[src/rtl/pwrseq_pkg.sv]
package pwrseq_pkg;

  localparam int N_SLOTS = 2;

  // state of the slot that may be held back by the stagger
  typedef enum logic [1:0] {
    SLOT_OFF  = 2'd0,
    SLOT_WAIT = 2'd1,
    SLOT_ON   = 2'd2
  } slot_state_e;

endpackage

[src/rtl/pwrseq_mate_filter.sv]
module pwrseq_mate_filter #(
  parameter int DEB_CYCLES = 200_000
) (
  input  logic clk,
  input  logic rst_n,
  input  logic mated_n_i,
  output logic present_o
);
  localparam int CW = ($clog2(DEB_CYCLES) > 0) ? $clog2(DEB_CYCLES) : 1;

  logic [1:0]    sync_q;
  logic          raw_present;
  logic          stable_q;
  logic [CW-1:0] cnt_q;

  assign raw_present = ~sync_q[1];

  always_ff @(posedge clk or negedge rst_n) begin
    if (!rst_n) begin
      sync_q   <= 2'b11;
      stable_q <= 1'b0;
      cnt_q    <= '0;
    end else begin
      sync_q <= {sync_q[0], mated_n_i};
      if (raw_present == stable_q) begin
        cnt_q <= '0;
      end else if (cnt_q == CW'(DEB_CYCLES - 1)) begin
        stable_q <= raw_present;
        cnt_q    <= '0;
      end else begin
        cnt_q <= cnt_q + 1'b1;
      end
    end
  end

  assign present_o = stable_q;
endmodule

[src/rtl/pwrseq_tick.sv]
module pwrseq_tick #(
  parameter int CLK_PER_TICK = 50_000_000
) (
  input  logic clk,
  input  logic rst_n,
  input  logic restart_i,
  output logic tick_o
);
  localparam int CW = ($clog2(CLK_PER_TICK) > 0) ? $clog2(CLK_PER_TICK) : 1;

  logic [CW-1:0] cnt_q;
  logic          at_end;

  assign at_end = (cnt_q == CW'(CLK_PER_TICK - 1));

  always_ff @(posedge clk or negedge rst_n) begin
    if (!rst_n) begin
      cnt_q <= '0;
    end else if (restart_i || at_end) begin
      cnt_q <= '0;
    end else begin
      cnt_q <= cnt_q + 1'b1;
    end
  end

  assign tick_o = at_end && !restart_i;
endmodule

[src/rtl/pwrseq_delay_cfg.sv]
module pwrseq_delay_cfg #(
  parameter int DLY_MIN = 1,
  parameter int DLY_MAX = 60,
  parameter int DLY_DEF = 30,
  parameter int DLY_W   = 6
) (
  input  logic             clk,
  input  logic             rst_n,
  input  logic             load_i,
  input  logic [DLY_W-1:0] value_i,
  output logic [DLY_W-1:0] delay_o
);
  logic [DLY_W-1:0] clamped;
  logic [DLY_W-1:0] dly_q;

  always_comb begin
    if (value_i < DLY_W'(DLY_MIN))      clamped = DLY_W'(DLY_MIN);
    else if (value_i > DLY_W'(DLY_MAX)) clamped = DLY_W'(DLY_MAX);
    else                                clamped = value_i;
  end

  always_ff @(posedge clk or negedge rst_n) begin
    if (!rst_n)      dly_q <= DLY_W'(DLY_DEF);
    else if (load_i) dly_q <= clamped;
  end

  assign delay_o = dly_q;
endmodule

[src/rtl/pwrseq_core.sv]
module pwrseq_core
  import pwrseq_pkg::*;
#(
  parameter int DLY_W = 6
) (
  input  logic               clk,
  input  logic               rst_n,
  input  logic               ac_good_i,
  input  logic [N_SLOTS-1:0] present_i,
  input  logic               tick_i,
  input  logic [DLY_W-1:0]   delay_i,
  output logic               restart_o,
  output logic               pending_o,
  output logic [N_SLOTS-1:0] pwr_en_o
);
  logic             en0_q, en0_d;
  slot_state_e      s1_q, s1_d;
  logic             cold_q, cold_d;
  logic [DLY_W-1:0] cnt_q;
  logic             start_stagger;
  logic             last_tick;

  // both slots ready together while nothing has run since supply came up
  assign start_stagger = ac_good_i && cold_q && present_i[0] && present_i[1]
                         && !en0_q && (s1_q == SLOT_OFF);
  assign last_tick     = tick_i && (cnt_q == DLY_W'(1));

  always_comb begin
    en0_d = ac_good_i && present_i[0];
    s1_d  = s1_q;
    if (!ac_good_i) begin
      s1_d = SLOT_OFF;
    end else begin
      unique case (s1_q)
        SLOT_OFF: begin
          if (!present_i[1])     s1_d = SLOT_OFF;
          else if (start_stagger) s1_d = SLOT_WAIT;
          else                    s1_d = SLOT_ON;
        end
        SLOT_WAIT: begin
          if (!present_i[1])  s1_d = SLOT_OFF;
          else if (last_tick) s1_d = SLOT_ON;
        end
        SLOT_ON: begin
          if (!present_i[1]) s1_d = SLOT_OFF;
        end
        default: s1_d = SLOT_OFF;
      endcase
    end
    if (!ac_good_i) cold_d = 1'b1;
    else            cold_d = cold_q && !en0_d && (s1_d == SLOT_OFF);
  end

  always_ff @(posedge clk or negedge rst_n) begin
    if (!rst_n) begin
      en0_q  <= 1'b0;
      s1_q   <= SLOT_OFF;
      cold_q <= 1'b1;
      cnt_q  <= '0;
    end else begin
      en0_q  <= en0_d;
      s1_q   <= s1_d;
      cold_q <= cold_d;
      if (start_stagger)                     cnt_q <= delay_i;
      else if (s1_q == SLOT_WAIT && tick_i)  cnt_q <= cnt_q - 1'b1;
    end
  end

  assign restart_o = start_stagger;
  assign pending_o = (s1_q == SLOT_WAIT);
  assign pwr_en_o  = {(s1_q == SLOT_ON), en0_q};
endmodule

[src/rtl/pwrseq_stagger.sv]
module pwrseq_stagger
  import pwrseq_pkg::*;
#(
  parameter int CLK_PER_TICK = 50_000_000,
  parameter int DEB_CYCLES   = 200_000,
  parameter int DLY_MIN      = 1,
  parameter int DLY_MAX      = 60,
  parameter int DLY_DEF      = 30
) (
  input  logic       clk,
  input  logic       rst_n,
  input  logic       ac_good_i,
  input  logic [1:0] mated_n_i,
  input  logic       cfg_load_i,
  input  logic [5:0] cfg_delay_i,
  output logic [1:0] pwr_en_o,
  output logic [1:0] fan_en_o
);
  localparam int DLY_W = 6;

  logic [N_SLOTS-1:0] pres_f;
  logic               tick;
  logic               restart;
  logic               pend;
  logic [DLY_W-1:0]   dly_q;
  logic [N_SLOTS-1:0] en;

  for (genvar g = 0; g < N_SLOTS; g++) begin : g_slot
    pwrseq_mate_filter #(.DEB_CYCLES(DEB_CYCLES)) u_filt (
      .clk       (clk),
      .rst_n     (rst_n),
      .mated_n_i (mated_n_i[g]),
      .present_o (pres_f[g])
    );
  end

  pwrseq_tick #(.CLK_PER_TICK(CLK_PER_TICK)) u_tick (
    .clk       (clk),
    .rst_n     (rst_n),
    .restart_i (restart),
    .tick_o    (tick)
  );

  pwrseq_delay_cfg #(
    .DLY_MIN (DLY_MIN),
    .DLY_MAX (DLY_MAX),
    .DLY_DEF (DLY_DEF),
    .DLY_W   (DLY_W)
  ) u_cfg (
    .clk     (clk),
    .rst_n   (rst_n),
    .load_i  (cfg_load_i),
    .value_i (cfg_delay_i),
    .delay_o (dly_q)
  );

  pwrseq_core #(.DLY_W(DLY_W)) u_core (
    .clk       (clk),
    .rst_n     (rst_n),
    .ac_good_i (ac_good_i),
    .present_i (pres_f),
    .tick_i    (tick),
    .delay_i   (dly_q),
    .restart_o (restart),
    .pending_o (pend),
    .pwr_en_o  (en)
  );

  assign pwr_en_o = en;
  assign fan_en_o = en;
endmodule

[config.mk]
export PLATFORM = sky130hd
export DESIGN_NAME = pwrseq_stagger
export DESIGN_NICKNAME = d
export VERILOG_FILES = /design/src/rtl/pwrseq_pkg.sv /design/src/rtl/pwrseq_mate_filter.sv /design/src/rtl/pwrseq_tick.sv /design/src/rtl/pwrseq_delay_cfg.sv /design/src/rtl/pwrseq_core.sv /design/src/rtl/pwrseq_stagger.sv
export SDC_FILE = /design/constraint.sdc
export NUM_CORES = 1
export LEC_CHECK = 0
export ABC_AREA = 0
export BUFFER_PORTS_ARGS = -buffer_cell sky130_fd_sc_hd__buf_4
export CAP_MARGIN = 20
export CORE_MARGIN = 1.5
export CORE_UTILIZATION = 35
export CTS_CLUSTER_DIAMETER = 100
export DETAILED_ROUTE_END_ITERATION = 6
export MAX_ROUTING_LAYER = met4
export PLACE_DENSITY = 0.47
export SLEW_MARGIN = 20
export SYNTH_ARGS = -nofsm -noshare
export SYNTH_HDL_FRONTEND = slang
export SYNTH_SLANG_ARGS = --single-unit
[constraint.sdc]
create_clock -name clk -period 4.5 [get_ports clk]
set_clock_uncertainty 0.1 [all_clocks]
set_input_delay 0.225 -clock clk [delete_from_list [all_inputs] [get_ports clk]]
set_output_delay 0.225 -clock clk [all_outputs]
set_load 0.1 [all_outputs]
==> qor.csv, run 1 <==
stage,metric,value,unit
sta,FMAX,0.3849,GHz
floorplanning,Die W,110.3,um
global_route,via count of the first global-routing pass,2945,
clock_network,clk slew on worst S/H paths,0.06,ns
route,WL/cell,13.63,um
sta,setup_tns,0,ns
global_route,remaining global-route overflow,0,
finish,fillers,1120,
global_route,antenna violations before repair,0,
pwr,maximum vdd ir drop,0.1826,mV
placed_design,IO Port Bufs,15,
pwr,Combinational Power Share,3.2,%
sta,Worst Max-Slew Pin Slew,1.003,ns
placed_design,Placer Congestion,0.8253,
sta,RSZ-0062 raised after global routing,no,
worst_setup_path,crit start category,register,
floorplanning,full die area,0.01216,mm^2
finish,Final nets,439,
finish,diode count,0,
route,initial DRC count,78,
logic_synthesis,syn_area_per_cell,9.969,um^2
logic_synthesis,Yosys reg bits,84,
pwr,sw frac,21.32,%
finish,"Core Util, Final",41.31,%
pwr,clock network fraction of total power,44.8,%
clock_network,Post-CTS Setup Inserts,0,
floorplanning,core area,0.01103,mm^2
route,vias,2806,
sta,Slew HR,32.50,%
worst_setup_path,"Largest stage delay, worst path",0.64,ns
pwr,Int Pwr,1180,uW
logic_synthesis,syn nets,421,
worst_setup_path,RR Startpoint,u_tick.cnt_q[0]$_DFF_PN0_,
logic_synthesis,Mapped Cells,404,
sta,Setup Viol. Count Final,0,
pwr,pwr/cell area,329.2,mW/mm^2
clock_network,clk_lat worst skew,0.33,ns
sta,final period utilization,57.73,%
global_route,global-route wire length before repair,13.72,mm
logic_synthesis,yosys warns,0,
clock_network,# H-tree levels,3,
route,iteration count of the initial detailed-routing pass,4,
worst_setup_path,critical path's slowest cell,nand2_1,
finish,post-layout instance area,0.004557,mm^2
clock_network,CTS tree,done,
worst_setup_path,crit path from,u_tick.cnt_q[0]$_DFF_PN0_,
min_path,Hold Startpoint,cfg_load_i,
worst_setup_path,cell mode on critical path,nand2_1,
finish,Post-Layout Cell Count,567,
worst_setup_path,critical path peak fanout,23,
pwr,Seq pwr share,52.0,%
job,Max Cap Viol,0,
sta,min cycle time layout,2.598,ns
clock_network,Clock Tree Buf Depth,2,
clock_network,Sink Count,84,
clock_network,CTS Buf Count,9,
route,Antenna Nets Post-Route,0,
pwr,P_sw,319.8,uW
logic_synthesis,number of distinct library cells after synthesis,37,
placed_design,detailed placement HPWL,5.159,mm
placed_design,Placed Cells,547,
floorplanning,Cell Rows,38,
clock_network,root buffer selected by CTS,clkbuf_16,
worst_setup_path,CP endpoint kind,register,
logic_synthesis,mapped cell area,0.004028,mm^2
placed_design,Post-Place Cell Area,0.004255,mm^2
sta,Final Max Slew Viols,0,
floorplanning,IO Count,16,
route,final wirelength,7.728,mm
pwr,Leakage,0.001976,uW
floorplanning,starting density of the core,36.51,%
worst_setup_path,CP required,4.58,ns
floorplanning,Die Ht,110.3,um
route,average vias per placed instance,4.949,
finish,Layout area overhead,13.14,%
worst_setup_path,critical path arrival,2.68,ns
sta,final hold vios,0,
route,Residual DRC,0,
sta,worst hold slack,0.01404,ns
worst_setup_path,cell chain of the critical path,"ha_1, and2_1, nand2_1, or4_1, nand2_1, nor2_1",
logic_synthesis,register area share after synthesis,52.47,%
finish,share of cells above drive strength 1,10.77,%
min_path,hold crit path type,in -> reg,
global_route,GRT Util Overall,15.22,%
worst_setup_path,WS Path Type,reg -> reg,
status,status,finished clean,
global_route,largest net degree at the start of global routing,54,
-- routing by layer --
metal / GRT usage, % / up-vias / part of all wire, %
li1: - / 1411 / -
met1: 19.73 / 1354 / 51
met2: 22.71 / 29 / 44
met3: 2.998 / 12 / 2.4
met4: 7.692 / 0 / 2.3
met5: - / - / 0
-- cells by family (layout without fill, tap and decap cells) --
logic type               count (synthesis)  in the layout  share of synthesized area (%)
multiplexers                             4              4                          1.118
XOR/XNOR                                61             61                          13.26
AND/OR/NAND/NOR                        213            213                          26.93
flip-flops                              84             84                          52.47
adder cells (fa/ha/maj)                  5              5                          1.553
AO/OA/AOI/OAI                           15             15                          2.144
buffers and inverters                   22             45                          2.516
-- critical path, delay by kind of cell (launching register included) --
| kind | cells | cell delay, ns |
|---|---|---|
| flops | 1 | 0.41 |
| fa+ha+maj | 1 | 0.27 |
| simple gates | 5 | 1.68 |
-- metrics by stage --
| step | power, uW | worst slack (ns) |
|---|---|---|
| after floorplan | 808.8 | 1.883 |
| after global placement | 840.1 | 1.956 |
| after detailed placement | 840.4 | 1.894 |
| after CTS | 1525 | 1.894 |
| after global routing | 1562 | 1.705 |
| final | 1500 | 1.902 |
-- cell type report --
type                            count  area (um^2)  share of cell area [%]
Clock buffer                       16        261.5                   5.739
Timing Repair Buffer               20        160.2                   3.515
Tap cell                          140        175.2                   3.844
Sequential cell                    84         2113                   46.38
Inverter                            9        33.78                  0.7414
Multi-Input combinational cell    298         1813                   39.79
-- power by group through the flow --
stage / Clock (uW) / Combinational (uW) / Sequential [uW]
floorplan: 0 / 18.0 / 791
global placement: 0 / 47.0 / 793
detailed placement: 0 / 47.5 / 793
CTS: 694 / 50.6 / 780
global route: 724 / 56.4 / 781
finish: 673 / 48.0 / 780
-- path summary, 6_finish.rpt --
check | end | slack, ns | cells after the start
setup reg to reg | u_tick.cnt_q[11]$_DFF_PN0_ | 1.90 | 6
min in group asynchronous | g_slot[0].u_filt.cnt_q[8]$_DFF_PN0_ | 0.27 | 2
hold / removal | u_cfg.delay_o[1]$_DFFE_PN1P_ | 0.01 | 2
max in group asynchronous | u_core.cnt_q[5]$_DFFE_PN0P_ | 2.99 | 3
hold reg to reg | g_slot[1].u_filt.sync_q[1]$_DFF_PN1_ | 0.26 | 0
setup / recovery | u_tick.cnt_q[11]$_DFF_PN0_ | 1.90 | 6
-- flip-flops by register name, summed over array words and instances, names as in the netlist --
| name | flops |
|---|---|
| u_tick.cnt_q | 26 |
| g_slot.u_filt.cnt_q | 36 |
| u_core.cold_q | 1 |
| u_core.cnt_q | 6 |
| g_slot.u_filt.present_o | 2 |
| u_core.en0_q | 1 |
| g_slot.u_filt.sync_q | 4 |
| u_cfg.delay_o | 6 |
| u_core.s1_q | 2 |
-- layout by cell type, fill, tap and decap left out, types with 5 or more instances in the layout --
cell       instances
ha_1               5
o21ai_0            5
nor3_1             9
nand3_1           38
nand2_1           29
clkbuf_1           6
nor2_1            71
xnor2_1           17
and2_1             6
xor2_1            44
nand4_1           16
dfstp_2            9
buf_4             16
dfrtp_1           75
and4_1             7
and3_1            13
inv_1              9
clkbuf_16          9
a21oi_1            6
-- synth_stat cells (all sizes together) --
| cell | number | area share [%] |
|---|---|---|
| or4 | 2 | 0.47 |
| buf | 5 | 0.93 |
| and4 | 7 | 1.5 |
| dfrtp | 75 | 47 |
| or3 | 3 | 0.47 |
| o221ai | 1 | 0.22 |
| ha | 5 | 1.6 |
| xor2 | 44 | 9.6 |
| nand3b | 1 | 0.19 |
| nand4b | 2 | 0.43 |
| nor3 | 9 | 1.1 |
| clkbuf | 8 | 0.75 |
| nand4 | 16 | 2.5 |
| mux2 | 4 | 1.1 |
| nor2 | 71 | 6.6 |
| nand2b | 2 | 0.31 |
| nor2b | 2 | 0.31 |
| a31oi | 1 | 0.16 |
| and3 | 13 | 2.0 |
| xnor2 | 17 | 3.7 |
| and2 | 6 | 0.93 |
| nor4 | 5 | 1.3 |
| or2 | 2 | 0.31 |
| nor4b | 3 | 0.65 |
| nand3 | 38 | 4.7 |
| o21ai | 5 | 0.62 |
| inv | 9 | 0.84 |
| a21oi | 6 | 0.75 |
| nand2 | 30 | 2.9 |
| o22ai | 1 | 0.16 |
| a311o | 1 | 0.25 |
| dfstp | 9 | 5.9 |
| or3b | 1 | 0.22 |
-- what timing repair did --
| action | in CTS | in global routing |
|---|---|---|
| endpoints found under the hold margin | 34 | 0 |
| gates resized for setup | 0 | 0 |
| hold buffers | 4 | 0 |
No activity file was read; power rests on OpenSTA's default activity.
==> run 2: changes to the inputs <==
--- a/config.mk
+++ b/config.mk
@@ -13,7 +13,7 @@
 export CTS_CLUSTER_DIAMETER = 100
 export DETAILED_ROUTE_END_ITERATION = 6
 export MAX_ROUTING_LAYER = met4
-export PLACE_DENSITY = 0.47
+export PLACE_DENSITY = 0.49
 export SLEW_MARGIN = 20
 export SYNTH_ARGS = -nofsm -noshare
 export SYNTH_HDL_FRONTEND = slang
==> constraint.sdc (replaced) <==
create_clock -name clk -period 2.1 [get_ports clk]
set_clock_uncertainty 0.1 [all_clocks]
set_input_delay 0.105 -clock clk [delete_from_list [all_inputs] [get_ports clk]]
set_output_delay 0.105 -clock clk [all_outputs]
set_load 0.1 [all_outputs]
==> qor.csv, run 2 (synthesis gave the netlist of run 1 again) <==
stage,metric,value,unit,change
status,status,finished clean,,
placed_design,Place WS,-0.04023,ns,-1.935 ns
min_path,hold crit path type,in -> async,,
route,final wirelength,7.810,mm,+1.1%
floorplanning,starting density of the core,36.51,%,unchanged
placed_design,IO Port Bufs,15,,unchanged
finish,share of cells above drive strength 1,18.04,%,+7.3 points
finish,Final nets,472,,+7.5%
route,Residual DRC,0,,unchanged
route,average vias per placed instance,4.798,,-3.0%
floorplanning,core area,0.01103,mm^2,unchanged
sta,setup_tns,0,ns,unchanged
placed_design,Placer Congestion,0.7906,,-4.2%
sta,worst hold slack,0.1483,ns,+0.1343 ns
worst_setup_path,"Largest delay share family, worst path",simple AND/OR/NAND/NOR gates,,
global_route,GRT Util Overall,15.31,%,+0.087 points
finish,biggest regs,"g_slot.u_filt.cnt_q x36, u_tick.cnt_q x26",,
finish,max reg flops,36,,unchanged
worst_setup_path,flop2flop setup slack,0.08,ns,-1.83 ns
worst_setup_path,Reg-to-Reg End,u_tick.cnt_q[20]$_DFF_PN0_,,
global_route,largest net degree at the start of global routing,53,,-1.9%
pwr,maximum vdd ir drop,0.4459,mV,+140%
finish,Top reg by flops,g_slot.u_filt.cnt_q,,
worst_setup_path,CP bufs+invs,1,,+1
clock_network,CTS tree,done,,
sta,final period utilization,96.37,%,+39 points
sta,PnR worst setup slack,0.07615,ns,-1.826 ns
global_route,antenna violations before repair,0,,unchanged
worst_setup_path,WS Path Type,reg -> reg,,
global_route,global-route wire length before repair,13.70,mm,-0.10%
worst_setup_path,CP endpoint kind,register,,
route,initial DRC count,145,,+86%
sta,Final Max Slew Viols,0,,unchanged
sta,Worst Max-Slew Pin Slew,0.4491,ns,-0.5542 ns
global_route,via count of the first global-routing pass,2974,,+0.98%
clock_network,CTS Buf Count,9,,unchanged
sta,RSZ-0062 raised after global routing,no,,
sta,Setup Viol. Count Final,0,,unchanged
sta,final hold vios,0,,unchanged
finish,Layout area overhead,22.99,%,
worst_setup_path,critical path peak fanout,9,,-61%
clock_network,root buffer selected by CTS,clkbuf_16,,
clock_network,clk_lat worst skew,0.34,ns,about the same
floorplanning,IO Count,16,,unchanged
route,iteration count of the initial detailed-routing pass,4,,unchanged
clock_network,Post-CTS Setup Inserts,0,,unchanged
route,WL/cell,13.02,um,-4.5%
floorplanning,full die area,0.01216,mm^2,unchanged
clock_network,Clock Tree Buf Depth,2,,unchanged
pwr,pwr/cell area,717.3,mW/mm^2,+120%
worst_setup_path,cell chain of the critical path,"or4_4, or4_4, nand2_2, buf_4, nor2b_1",,
worst_setup_path,cell mode on critical path,or4_4,,
floorplanning,Die W,110.3,um,unchanged
worst_setup_path,CP required,2.23,ns,-2.35 ns
pwr,Leakage,0.002190,uW,+11%
job,Max Cap Viol,0,,unchanged
finish,most frequent cells in the layout,"74 x dfrtp_1, 71 x nor2_1, 44 x xor2_1",,
sta,min cycle time layout,2.024,ns,-0.5740 ns
clock_network,clk slew on worst S/H paths,0.07,ns,about the same
sta,FMAX,0.4941,GHz,+28%
finish,diode count,0,,unchanged
global_route,remaining global-route overflow,0,,unchanged
worst_setup_path,critical path's slowest cell,or4_4,,
floorplanning,Cell Rows,38,,unchanged
route,vias,2879,,+2.6%
route,Antenna Nets Post-Route,0,,unchanged
clock_network,# H-tree levels,3,,unchanged
placed_design,detailed placement HPWL,5.398,mm,+4.6%
pwr,overall power,3553,uW,+140%
worst_setup_path,crit start category,register,,
worst_setup_path,"Largest stage delay, worst path",0.57,ns,-0.07 ns
worst_setup_path,worst reg2reg path depth,5,,-1
clock_network,Sink Count,84,,unchanged
worst_setup_path,critical path arrival,2.15,ns,-0.53 ns
finish,"commonest non-fill, non-tap cell in the layout",dfrtp_1,,
worst_setup_path,RR Startpoint,u_tick.cnt_q[8]$_DFF_PN0_,,
floorplanning,Die Ht,110.3,um,unchanged
sta,Slew HR,70.06,%,+38 points
==> run 2: cell types whose count changed in the layout (fill, tap and decap cells not counted), moves of 2 or more <==
cell           previous run  this run
buf_12                    0         2
buf_4                    16        39
bufinv_16                 0         2
clkbuf_1                  6         0
clkinv_4                  0         2
dlygate4sd3_1             4        12
inv_6                     0         2
==> run 2: worst max-delay path by stage <==
stage | start | to | cells past startpoint
after floorplan | u_tick.cnt_q[8]$_DFF_PN0_ | u_tick.cnt_q[19]$_DFF_PN0_ | 5
after global placement | u_tick.cnt_q[7]$_DFF_PN0_ | u_tick.cnt_q[21]$_DFF_PN0_ | 6
after detailed placement | u_tick.cnt_q[7]$_DFF_PN0_ | u_tick.cnt_q[21]$_DFF_PN0_ | 6
after CTS | u_tick.cnt_q[8]$_DFF_PN0_ | u_tick.cnt_q[20]$_DFF_PN0_ | 5
after global routing | u_tick.cnt_q[8]$_DFF_PN0_ | u_tick.cnt_q[5]$_DFF_PN0_ | 5
final | u_tick.cnt_q[8]$_DFF_PN0_ | u_tick.cnt_q[20]$_DFF_PN0_ | 5
==> run 2: metrics by stage <==
stage               std cells  util (%)  instance area [um^2]
finish                    600     44.91                  4954
CTS                       600     44.74                  4935
global placement          572     40.53                  4471
floorplan                 404         -                  4030
global route              600     44.91                  4954
detailed placement        572     40.53                  4471
==> run 2: layout make-up <==
| type | instances | area [um^2] |
|---|---|---|
| Fill cell | 1072 | 6077 |
| Sequential cell | 84 | 2115 |
| Multi-Input combinational cell | 298 | 1843 |
| Timing Repair Buffer | 53 | 452.9 |
| Clock buffer | 10 | 239.0 |
| Tap cell | 140 | 175.2 |
| Clock inverter | 6 | 95.09 |
| Inverter | 9 | 33.78 |
==> run 2: what timing repair did <==
item	in CTS	in global routing
resized for setup	2	4
endpoints found under the setup margin	23	26
pin swaps	0	1
hold buffers	12	0
endpoints found under the hold margin	44	0
==> run 2: per-layer routing <==
layer  up-vias  part of all wire (%)  wire length [um]  track usage [%]
met5         -                     0                 0                -
met1      1360                    51              3983            19.77
met4         0                   2.2               174            7.143
met2        32                    44              3472            23.32
li1       1474                     -                 -                -
met3        13                   2.3               180            2.822
==> run 2: power by group <==
group	total [uW]	switching (uW)	internal, uW	leakage (uW)
logic	125	66.2	59.0	0.000950
clock network	1760	672	1090	0.000164
registers	1670	17.6	1650	0.00108
==> run 2: worst register-to-register path, delay by kind of cell (launching register included) <==
kind	cells	cell delay (ns)
AND/OR/NAND/NOR	4	1.27
flip-flops	1	0.37
buffers and inverters	1	0.17
==> run 3: changes to the inputs <==
--- a/config.mk
+++ b/config.mk
@@ -13,7 +13,8 @@
 export CTS_CLUSTER_DIAMETER = 100
 export DETAILED_ROUTE_END_ITERATION = 6
 export MAX_ROUTING_LAYER = met4
-export PLACE_DENSITY = 0.49
+export PLACE_DENSITY = 0.57
+export SETUP_SLACK_MARGIN = 0.4
 export SLEW_MARGIN = 20
 export SYNTH_ARGS = -nofsm -noshare
 export SYNTH_HDL_FRONTEND = slang
==> qor.csv, run 3 (synthesis gave the netlist of run 1 again) <==
stage,metric,value,unit,change
finish,"commonest non-fill, non-tap cell in the layout",dfrtp_1,,
min_path,hold crit path type,in -> async,,
global_route,grt met2 use,23.54,%,+0.22 points
global_route,via count of the first global-routing pass,2940,,-1.1%
pwr,overall power,3409,uW,-4.1%
worst_setup_path,crit start category,register,,
clock_network,CTS Buf Count,9,,unchanged
route,average vias per placed instance,4.990,,+4.0%
finish,Post-Layout Cell Count,601,,+0.17%
clock_network,clk_lat worst skew,0.34,ns,about the same
floorplanning,Cell Rows,38,,unchanged
global_route,antenna violations before repair,0,,unchanged
sta,worst hold slack,0.2076,ns,+0.05930 ns
pwr,maximum vdd ir drop,0.4230,mV,-5.1%
global_route,largest net degree at the start of global routing,39,,-26%
sta,FMAX,0.5087,GHz,+3.0%
worst_setup_path,CP endpoint kind,register,,
route,Residual DRC,0,,unchanged
floorplanning,IO Count,16,,unchanged
global_route,GRT Util Overall,15.32,%,about the same
route,WL/cell,13.45,um,+3.3%
clock_network,Clock Tree Buf Depth,2,,unchanged
finish,max reg flops,36,,unchanged
placed_design,IO Port Bufs,15,,unchanged
finish,share of cells above drive strength 1,21.69,%,+3.6 points
worst_setup_path,critical path arrival,2.08,ns,-0.07 ns
clock_network,root buffer selected by CTS,clkbuf_16,,
worst_setup_path,WS Path Type,reg -> reg,,
clock_network,Sink Count,84,,unchanged
floorplanning,Die W,110.3,um,unchanged
global_route,routing usage on met1,19.76,%,about the same
pwr,Leakage,0.002225,uW,+1.6%
route,iteration count of the initial detailed-routing pass,4,,unchanged
finish,diode count,0,,unchanged
route,final wirelength,8.084,mm,+3.5%
global_route,global-route wire length before repair,13.75,mm,+0.35%
sta,min cycle time layout,1.966,ns,-0.05819 ns
clock_network,clk slew on worst S/H paths,0.06,ns,about the same
global_route,GR Layer Usage met3,3.175,%,+0.35 points
sta,Slew HR,65.87,%,-4.2 points
finish,Final nets,473,,+0.21%
finish,biggest regs,"g_slot.u_filt.cnt_q x36, u_tick.cnt_q x26",,
floorplanning,full die area,0.01216,mm^2,unchanged
finish,Layout area overhead,25.97,%,
sta,final hold vios,0,,unchanged
status,status,finished clean,,
clock_network,CTS tree,done,,
route,initial DRC count,139,,-4.1%
finish,Top reg by flops,g_slot.u_filt.cnt_q,,
global_route,gr busiest metal,met2,,
route,Antenna Nets Post-Route,0,,unchanged
route,vias,2999,,+4.2%
sta,Final Max Slew Viols,0,,unchanged
sta,setup_tns,0,ns,unchanged
clock_network,# H-tree levels,3,,unchanged
global_route,remaining global-route overflow,0,,unchanged
worst_setup_path,CP required,2.21,ns,-0.02 ns
worst_setup_path,critical path peak fanout,4,,-5
floorplanning,Die Ht,110.3,um,unchanged
sta,RSZ-0062 raised after global routing,yes,,
sta,final period utilization,93.60,%,-2.8 points
floorplanning,core area,0.01103,mm^2,unchanged
finish,most frequent cells in the layout,"75 x dfrtp_1, 71 x nor2_1, 43 x xor2_1",,
pwr,pwr/cell area,671.9,mW/mm^2,-6.3%
placed_design,detailed placement HPWL,5.345,mm,-0.97%
placed_design,Placed Cells,566,,-1.0%
placed_design,Placer Congestion,0.8168,,+3.3%
floorplanning,starting density of the core,36.51,%,unchanged
sta,Worst Max-Slew Pin Slew,0.5119,ns,+0.06282 ns
job,Max Cap Viol,0,,unchanged
sta,Setup Viol. Count Final,0,,unchanged
-- run 3: what timing repair did --
| action | in CTS | in global routing |
|---|---|---|
| gates cloned | 0 | 1 |
| endpoints found under the setup margin | 50 | 69 |
| hold buffers | 12 | 0 |
| endpoints found under the hold margin | 42 | 0 |
| resized for setup | 12 | 15 |
| pin swaps | 9 | 13 |
| buffers inserted | 4 | 2 |
-- run 3: final timing paths --
| check | from | endpoint | slack (ns) | depth (start not counted) |
|---|---|---|---|---|
| setup / recovery | u_tick.cnt_q[8]$_DFF_PN0_ | u_core.s1_q[0]$_DFF_PN0_ | 0.13 | 4 |
| hold / removal | rst_n | g_slot[0].u_filt.cnt_q[12]$_DFF_PN0_ | 0.21 | 2 |
| setup reg to reg | u_tick.cnt_q[8]$_DFF_PN0_ | u_core.s1_q[0]$_DFF_PN0_ | 0.13 | 4 |
| hold reg to reg | g_slot[0].u_filt.sync_q[0]$_DFF_PN1_ | g_slot[0].u_filt.sync_q[1]$_DFF_PN1_ | 0.25 | 0 |
| max in group asynchronous | rst_n | g_slot[0].u_filt.sync_q[0]$_DFF_PN1_ | 1.01 | 3 |
| min in group clk | g_slot[0].u_filt.sync_q[0]$_DFF_PN1_ | g_slot[0].u_filt.sync_q[1]$_DFF_PN1_ | 0.25 | 0 |
-- run 3: stage by stage --
step                      cell area [um^2]  utilization, %  setup slack [ns]
final                                 5074           46.00            0.1343
after global routing                  5074           46.00           0.07028
after CTS                             4971           45.07            0.1227
after detailed placement              4436           40.21          -0.02413
after global placement                4436           40.21           0.05365
after floorplan                       4058               -            0.1196
-- run 3: critical path: stages, from the launching register on --
cell and delay [ns]:
dfrtp_1 0.38, or4_4 0.57, or4_4 0.56, o21ai_0 0.17
a21oi_1 0.08
-- run 3: cell type report --
| cell class | instances | area (um^2) |
|---|---|---|
| Sequential cell | 84 | 2113 |
| Fill cell | 1036 | 5957 |
| Clock buffer | 11 | 252.7 |
| Timing Repair Buffer | 53 | 451.7 |
| Clock inverter | 5 | 60.06 |
| Tap cell | 140 | 175.2 |
| Multi-Input combinational cell | 299 | 1987 |
| Inverter | 9 | 33.78 |
-- run 3: layer usage --
metal  part of all wire [%]  vias up
met4                    1.3        0
met1                     47     1478
met5                      0        -
met3                    3.1        6
met2                     48       36
li1                       -     1479
-- run 3: where the power goes --
group          switching (uW)  internal [uW]  leakage, uW
sequential               19.5           1650      0.00108
combinational            70.3           60.9     0.000996
clock                     619            987     0.000152
total                     709           2700      0.00222
